### src/rtl/dbsc_pkg.sv
package dbsc_pkg;

    typedef enum logic [2:0] {
        ST_IDLE,
        ST_IMAGE,
        ST_MBAREA,
        ST_TERMS,
        ST_CHECK
    } dbsc_state_e;

    typedef enum logic [1:0] {
        SRC_IMG,
        SRC_MBA,
        SRC_WMB,
        SRC_MAX
    } dbsc_src_e;

    typedef enum logic [1:0] {
        ERR_NONE  = 2'd0,
        ERR_CODEC = 2'd1,
        ERR_PITCH = 2'd2,
        ERR_SHORT = 2'd3
    } dbsc_err_e;

    // One summand of the minimum: operand source, constant factor,
    // whether the product is rounded up to the term alignment, last flag.
    typedef struct packed {
        dbsc_src_e   src;
        logic [11:0] k;
        logic        rnd;
        logic        last;
    } dbsc_term_t;

    function automatic logic codec_ok(input logic [31:0] c);
        return (c == 32'd0) || (c == 32'd1) || (c == 32'd3) || (c == 32'd4);
    endfunction

    function automatic dbsc_term_t term_of(input logic [31:0] c, input logic [2:0] i);
        dbsc_term_t t;
        t = '{src: SRC_IMG, k: 12'd3, rnd: 1'b0, last: 1'b1};
        if (c == 32'd0) begin
            case (i)
                3'd0:    t = '{src: SRC_IMG, k: 12'd17,   rnd: 1'b0, last: 1'b0};
                3'd1:    t = '{src: SRC_MBA, k: 12'd3264, rnd: 1'b0, last: 1'b0};
                default: t = '{src: SRC_MBA, k: 12'd32,   rnd: 1'b0, last: 1'b1};
            endcase
        end else if (c == 32'd1) begin
            case (i)
                3'd0:    t = '{src: SRC_IMG, k: 12'd3,   rnd: 1'b0, last: 1'b0};
                3'd1:    t = '{src: SRC_MBA, k: 12'd128, rnd: 1'b0, last: 1'b0};
                3'd2:    t = '{src: SRC_WMB, k: 12'd64,  rnd: 1'b0, last: 1'b0};
                3'd3:    t = '{src: SRC_WMB, k: 12'd128, rnd: 1'b0, last: 1'b0};
                default: t = '{src: SRC_MAX, k: 12'd112, rnd: 1'b1, last: 1'b1};
            endcase
        end else if (c == 32'd4) begin
            case (i)
                3'd0:    t = '{src: SRC_IMG, k: 12'd3,  rnd: 1'b0, last: 1'b0};
                3'd1:    t = '{src: SRC_MBA, k: 12'd64, rnd: 1'b0, last: 1'b0};
                default: t = '{src: SRC_MBA, k: 12'd32, rnd: 1'b1, last: 1'b1};
            endcase
        end
        return t;
    endfunction

endpackage

### src/rtl/dbsc_mul.sv
module dbsc_mul #(
    parameter int DW = 32
) (
    input  logic [DW-1:0] a,
    input  logic [DW-1:0] b,
    output logic [DW-1:0] p
);
    // Low word of the product: all sizing arithmetic wraps modulo 2^DW.
    assign p = a * b;
endmodule

### src/rtl/dbsc_roundup.sv
module dbsc_roundup #(
    parameter int DW = 32,
    parameter int LG = 10
) (
    input  logic [DW-1:0] x,
    output logic [DW-1:0] y
);
    localparam logic [DW-1:0] MASK = (DW'(1) << LG) - DW'(1);
    assign y = (x + MASK) & ~MASK;
endmodule

### src/rtl/dbuf_size_check.sv
module dbuf_size_check
    import dbsc_pkg::*;
#(
    parameter int DW       = 32,
    parameter int MB_SHIFT = 4,
    parameter int HMB_LG   = 1,
    parameter int IMG_LG   = 10,
    parameter int TERM_LG  = 6
) (
    input  logic          clk,
    input  logic          rst_n,
    input  logic          start,
    input  logic [DW-1:0] stream_type,
    input  logic [DW-1:0] pic_width,
    input  logic [DW-1:0] pic_height,
    input  logic [DW-1:0] ref_buf_size,
    input  logic [DW-1:0] dst_pitch,
    output logic          busy,
    output logic          done,
    output logic          pass,
    output logic [1:0]    err_code,
    output logic [DW-1:0] ref_size_out,
    output logic [DW-1:0] img_size_out
);

    localparam int KW = 12;

    dbsc_state_e state_q, state_d;

    logic [DW-1:0] cod_q, w_q, h_q, dpb_q, pitch_q;
    logic [DW-1:0] wmb_q, hmb_q, img_q, mba_q, acc_q;
    logic [2:0]    idx_q;

    logic          done_q, pass_q;
    dbsc_err_e     err_q, chk_err;
    logic [DW-1:0] refo_q, imgo_q;

    logic [DW-1:0] mul_a, mul_b, prod;
    logic [DW-1:0] hmb_next, img_next, prod_rnd, half_sum, term_val, mb_max;
    dbsc_term_t    term;

    // ---------------- shared arithmetic ----------------
    dbsc_roundup #(.DW(DW), .LG(HMB_LG)) u_rnd_hmb (
        .x (pic_height >> MB_SHIFT),
        .y (hmb_next)
    );

    dbsc_mul #(.DW(DW)) u_mul (
        .a (mul_a),
        .b (mul_b),
        .p (prod)
    );

    assign half_sum = prod + (prod >> 1);

    dbsc_roundup #(.DW(DW), .LG(IMG_LG)) u_rnd_img (
        .x (half_sum),
        .y (img_next)
    );

    dbsc_roundup #(.DW(DW), .LG(TERM_LG)) u_rnd_term (
        .x (prod),
        .y (prod_rnd)
    );

    assign term     = term_of(cod_q, idx_q);
    assign mb_max   = (wmb_q > hmb_q) ? wmb_q : hmb_q;
    assign term_val = term.rnd ? prod_rnd : prod;

    always_comb begin
        mul_a = '0;
        mul_b = '0;
        unique case (state_q)
            ST_IMAGE: begin
                mul_a = w_q;
                mul_b = h_q;
            end
            ST_MBAREA: begin
                mul_a = wmb_q;
                mul_b = hmb_q;
            end
            ST_TERMS: begin
                unique case (term.src)
                    SRC_IMG: mul_a = img_q;
                    SRC_MBA: mul_a = mba_q;
                    SRC_WMB: mul_a = wmb_q;
                    SRC_MAX: mul_a = mb_max;
                    default: mul_a = '0;
                endcase
                mul_b = {{(DW-KW){1'b0}}, term.k};
            end
            default: begin
                mul_a = '0;
                mul_b = '0;
            end
        endcase
    end

    // ---------------- next state ----------------
    always_comb begin
        state_d = state_q;
        unique case (state_q)
            ST_IDLE:   if (start) state_d = codec_ok(stream_type) ? ST_IMAGE : ST_CHECK;
            ST_IMAGE:  state_d = ST_MBAREA;
            ST_MBAREA: state_d = ST_TERMS;
            ST_TERMS:  if (term.last) state_d = ST_CHECK;
            ST_CHECK:  state_d = ST_IDLE;
            default:   state_d = ST_IDLE;
        endcase
    end

    always_ff @(posedge clk or negedge rst_n) begin
        if (!rst_n) state_q <= ST_IDLE;
        else        state_q <= state_d;
    end

    // ---------------- datapath registers ----------------
    always_ff @(posedge clk or negedge rst_n) begin
        if (!rst_n) begin
            cod_q   <= '0;
            w_q     <= '0;
            h_q     <= '0;
            dpb_q   <= '0;
            pitch_q <= '0;
            wmb_q   <= '0;
            hmb_q   <= '0;
            img_q   <= '0;
            mba_q   <= '0;
            acc_q   <= '0;
            idx_q   <= '0;
        end else begin
            unique case (state_q)
                ST_IDLE: if (start) begin
                    cod_q   <= stream_type;
                    w_q     <= pic_width;
                    h_q     <= pic_height;
                    dpb_q   <= ref_buf_size;
                    pitch_q <= dst_pitch;
                    wmb_q   <= pic_width >> MB_SHIFT;
                    hmb_q   <= hmb_next;
                    acc_q   <= '0;
                    idx_q   <= '0;
                end
                ST_IMAGE:  img_q <= img_next;
                ST_MBAREA: mba_q <= prod;
                ST_TERMS: begin
                    acc_q <= acc_q + term_val;
                    idx_q <= idx_q + 3'd1;
                end
                default: ;
            endcase
        end
    end

    // ---------------- verdict and outputs ----------------
    always_comb begin
        if (!codec_ok(cod_q))    chk_err = ERR_CODEC;
        else if (w_q > pitch_q)  chk_err = ERR_PITCH;
        else if (dpb_q < acc_q)  chk_err = ERR_SHORT;
        else                     chk_err = ERR_NONE;
    end

    always_ff @(posedge clk or negedge rst_n) begin
        if (!rst_n) begin
            done_q <= 1'b0;
            pass_q <= 1'b0;
            err_q  <= ERR_NONE;
            refo_q <= '0;
            imgo_q <= '0;
        end else begin
            done_q <= 1'b0;
            if (state_q == ST_CHECK) begin
                done_q <= 1'b1;
                err_q  <= chk_err;
                pass_q <= (chk_err == ERR_NONE);
                refo_q <= (chk_err == ERR_NONE) ? dpb_q : '0;
                imgo_q <= (chk_err == ERR_NONE) ? img_q : '0;
            end
        end
    end

    assign busy         = (state_q != ST_IDLE);
    assign done         = done_q;
    assign pass         = pass_q;
    assign err_code     = err_q;
    assign ref_size_out = refo_q;
    assign img_size_out = imgo_q;

    // ---------------- assertions ----------------
    AST_DONE_PULSE: assert property (@(posedge clk) disable iff (!rst_n) done |=> !done);
    AST_DONE_NOT_BUSY: assert property (@(posedge clk) disable iff (!rst_n) done |-> !busy);
    AST_BUSY_ENDS_WITH_DONE: assert property (@(posedge clk) disable iff (!rst_n) $fell(busy) |-> done);
    AST_START_IGNORED: assert property (@(posedge clk) disable iff (!rst_n) (busy && start) |=> $stable(w_q) && $stable(dpb_q));
    AST_PASS_SIZES: assert property (@(posedge clk) disable iff (!rst_n) (done && pass) |-> (err_code == 2'd0) && (ref_size_out == dpb_q));
    AST_FAIL_ZERO: assert property (@(posedge clk) disable iff (!rst_n) (done && !pass) |-> (err_code != 2'd0) && (ref_size_out == '0) && (img_size_out == '0));
    AST_RESULT_HOLD: assert property (@(posedge clk) disable iff (!rst_n) !done |-> $stable(pass) && $stable(err_code) && $stable(ref_size_out) && $stable(img_size_out));

endmodule

### config.mk
export PLATFORM = sky130hd
export DESIGN_NAME = dbuf_size_check
export DESIGN_NICKNAME = d
export VERILOG_FILES = /design/src/rtl/dbsc_pkg.sv /design/src/rtl/dbsc_mul.sv /design/src/rtl/dbsc_roundup.sv /design/src/rtl/dbuf_size_check.sv
export SDC_FILE = /design/constraint.sdc
export NUM_CORES = 2
export LEC_CHECK = 0
export ABC_AREA = 1
export CAP_MARGIN = 20
export CORE_ASPECT_RATIO = 1.5
export CORE_UTILIZATION = 65
export CTS_BUF_LIST = sky130_fd_sc_hd__clkbuf_8
export CTS_CLUSTER_DIAMETER = 200
export CTS_CLUSTER_SIZE = 30
export DETAILED_ROUTE_END_ITERATION = 7
export GPL_ROUTABILITY_DRIVEN = 0
export PLACE_DENSITY_LB_ADDON = 0.2
export SLEW_MARGIN = 20
export SYNTH_ARGS = -nofsm -noshare
export SYNTH_HDL_FRONTEND = slang
export SYNTH_SLANG_ARGS = --single-unit
### constraint.sdc
create_clock -name clk -period 16 [get_ports clk]
set_input_delay 4 -clock clk [delete_from_list [all_inputs] [get_ports clk]]
set_output_delay 4 -clock clk [all_outputs]
set_load 0.05 [all_outputs]
==> results.md <==
* Cell variety after synth at 69
* Post-CTS Hold Buffers at 0
* Worst hold margin at slightly above 0.5 ns
* Number of H-tree levels at 1
* Top cells by count, synth: nand2_1, inv_1, fa_1
* Sequential fraction of the synthesis area at 0.225
* Type of origin of the critical path: flop
* Post-synth EDFFs at 0
* Clock buffer depth at 3
* Critical path's slowest cell: fa_1
* Logic pwr share at 0.430
* Synth area leaders: dfrtp_1, fa_1, nand2_1, ha_1, inv_1
* DRC viols at 18
* Top-area cell type share of the netlist area at 0.225
* Die footprint at 58800 um2
* Pin count of the biggest net entering global routing at roughly 200
* Max-slew headroom at 0.270
* Synth-to-layout area growth at 8.06%
* Final Slew Violations at 0
* Max Cap Violations at 0
* Crit path kind: reg2reg
* Pre-antenna DRT Iters at 8
* Internal power at around 1.6 mW
* CP max FO at 34
* Final Cycle Share at 0.800
* Via count at between 30000 and 40000
* Cell with the most instances after synthesis: nand2_1
* Overall Global Routing Usage at 0.406
* Worst EP arrival at between 10 and 15 ns
* Total Power at 2.84 mW
* Status: complete, but fails checks
* CTS root buf: clkbuf_8
* Max Freq at roughly 78 MHz
* Total negative slack at 0 ns
* Post_cts resized at 0
* Sw power at approximately 1.3 mW
* Post-DP HPWL at 91.4 mm
* Die Wd at ~200 um
* Setup WS pre-CTS at between 3 and 4 ns
* Final clock skew at 0.0596 ns
* Initial antenna violation count at 4
* Fillers at approximately 4700
* Flop pwr share at 0.441
* Mapped Cells at approximately 4800
* CTS tree: built
* Flops & latches, synth at around 340
* First-pass GRT wire length at 181 mm
* Port Buffers at ~220
* Fin. Hold Viols at 0
* I/O Pins at between 200 and 250
* Hold Path Class: reg2reg
* Synth Area per Inst at slightly below 8 um2
* Clock network power share at 0.129
* Core box area at 56900 um2
* Actual slew at the worst max-slew pin at ~1.1 ns
* Core Rows at 107
* Grt ovf at 0
* Failing checks: DRC
* Final core occ at 0.713
* Most used DFF post-synth: dfrtp_1
* Pwr dens at 70.1 nW/um2
* Nets@finish at 5834
* P_leak at 20.6 nW
* Worst-path clk slew at roughly 0.19 ns
* Tmin final at approximately 13 ns
* CP Capture Type: flop
* Switching share of total power at 0.447
* Final setup fails at 0
* Setup WS post-layout at about 3.2 ns
* Total Wirelength at roughly 110 mm
* Drt wl/cell at about 20 um
* Iter 0 DRT Violations at 3003
* WP data required at 16.52 ns
* Vias in the first global route at between 30000 and 40000
* RSZ-0062 raised after global routing: false
* CTS Buf Count at 15
* Max VDD drop at between 0.1 and 0.15 mV
* Initial Utilization at 0.660
* Mapped Area at 37500 um2
* Post-CTS setup buffer count at 0
* Vias per cell at just under 6
* Clk_lat worst skew at ~0.63 ns
* Fraction of registers with async set/reset at 1.00
* Clock sinks at 338
* Largest area contributor in the netlist: dfrtp_1
* Share of cells above drive strength 1 at 0.0382
* ANT nets after route at 0
* Slowest cell delay on critical path at 0.55 ns
* Warnings from Yosys at 0
* Chip height at 296 um
worst paths after layout:
| kind | from | to | slack [ns] | cells past startpoint |
|---|---|---|---|---|
| min in group asynchronous | rst_n | cod_q[12]$_DFFE_PN0P_ | 3.46 | 1 |
| setup / recovery | idx_q[0]$_DFFE_PN0P_ | acc_q[31]$_DFFE_PN0P_ | 3.20 | 59 |
| setup reg to reg | idx_q[0]$_DFFE_PN0P_ | acc_q[31]$_DFFE_PN0P_ | 3.20 | 59 |
| max in group asynchronous | rst_n | img_size_out[15]$_DFFE_PN0P_ | 10.12 | 3 |
| hold / removal | cod_q[9]$_DFFE_PN0P_ | cod_q[9]$_DFFE_PN0P_ | 0.50 | 2 |
| hold reg to reg | cod_q[9]$_DFFE_PN0P_ | cod_q[9]$_DFFE_PN0P_ | 0.50 | 2 |
kinds of logic (layout without fill, tap and decap cells):
family	after synthesis	in the layout	share of synthesized area
AO/OA/AOI/OAI	699	699	0.105
AND/OR/NAND/NOR	1793	1793	0.201
adder cells (fa/ha/maj)	723	723	0.323
XOR/XNOR	101	101	0.0238
buffers and inverters	1178	1284	0.122
flip-flops	338	338	0.225
other	1	13	0.0000999
layer usage:
layer,vias to the layer above,share of wire,track usage
met3,655,0.089,0.0748
li1,15100,-,-
met5,-,0,0
met1,16000,0.34,0.460
met2,1781,0.47,0.660
met4,0,0.10,0.353
flip-flops by register name, indices dropped and copies added (netlist names), 32 cells and up:
register and count:
h_q 32, ref_size_out 32, acc_q 32, dpb_q 32
pitch_q 32, mba_q 32, w_q 32, cod_q 32
worst max-delay path, delay by kind of cell, from the launching register on:
family / cells / cell delay (ns)
AO/OA/AOI/OAI: 15 / 2.55
XOR/XNOR: 2 / 0.66
adder cells (fa/ha/maj): 12 / 4.57
buffers and inverters: 10 / 1.54
flip-flops: 1 / 0.44
AND/OR/NAND/NOR: 20 / 2.87
layout make-up:
| type | count | area, um2 | area share |
|---|---|---|---|
| clock buffers | 15 | 206 | 0.00509 |
| flip-flops and latches | 338 | 8460 | 0.208 |
| multi-input cells | 3326 | 24600 | 0.607 |
| well taps | 763 | 955 | 0.0235 |
| diodes | 3 | 7.51 | 0.000185 |
| repair buffers | 256 | 2490 | 0.0614 |
| inverters | 1011 | 3810 | 0.0939 |
| clock inverters | 2 | 37.5 | 0.000925 |
cell usage in the layout (no fill, tap or decap), types with 8 or more instances in the layout:
cell type / n
nand3_1: 149
dfrtp_1: 338
or2_2: 8
o21a_1: 14
xor2_1: 52
o21ai_0: 328
clkbuf_8: 15
nor4_1: 17
inv_2: 27
inv_1: 973
o21ai_1: 22
nor3_1: 22
o221ai_1: 14
a22oi_1: 10
o211ai_1: 17
nand4_1: 28
fa_1: 409
clkdlybuf4s50_1: 220
nand2_1: 1109
buf_4: 34
nand2_2: 35
o22ai_1: 71
conb_1: 10
xnor2_1: 48
nor2_1: 365
nand2_4: 9
a31oi_1: 10
nand3b_1: 9
ha_1: 314
a21oi_1: 157
a21o_1: 9
power by group through the flow:
stage / Sequential [mW] / Combinational (mW) / Clock (mW)
final: 1.26 / 1.22 / 0.366
after global routing: 1.28 / 1.39 / 0.393
after CTS: 1.25 / 1.20 / 0.370
after detailed placement: 1.26 / 1.19 / 0
after global placement: 1.26 / 1.16 / 0
after floorplan: 1.20 / 0.835 / 0
per-stage QoR:
step / instances / instance area, um2
after floorplan: 4842 / 37600
after global placement: 5693 / 40300
after detailed placement: 5693 / 40300
after CTS: 5710 / 40500
after global routing: 5712 / 40600
final: 5714 / 40600
Power figures use the tool's default switching activity.
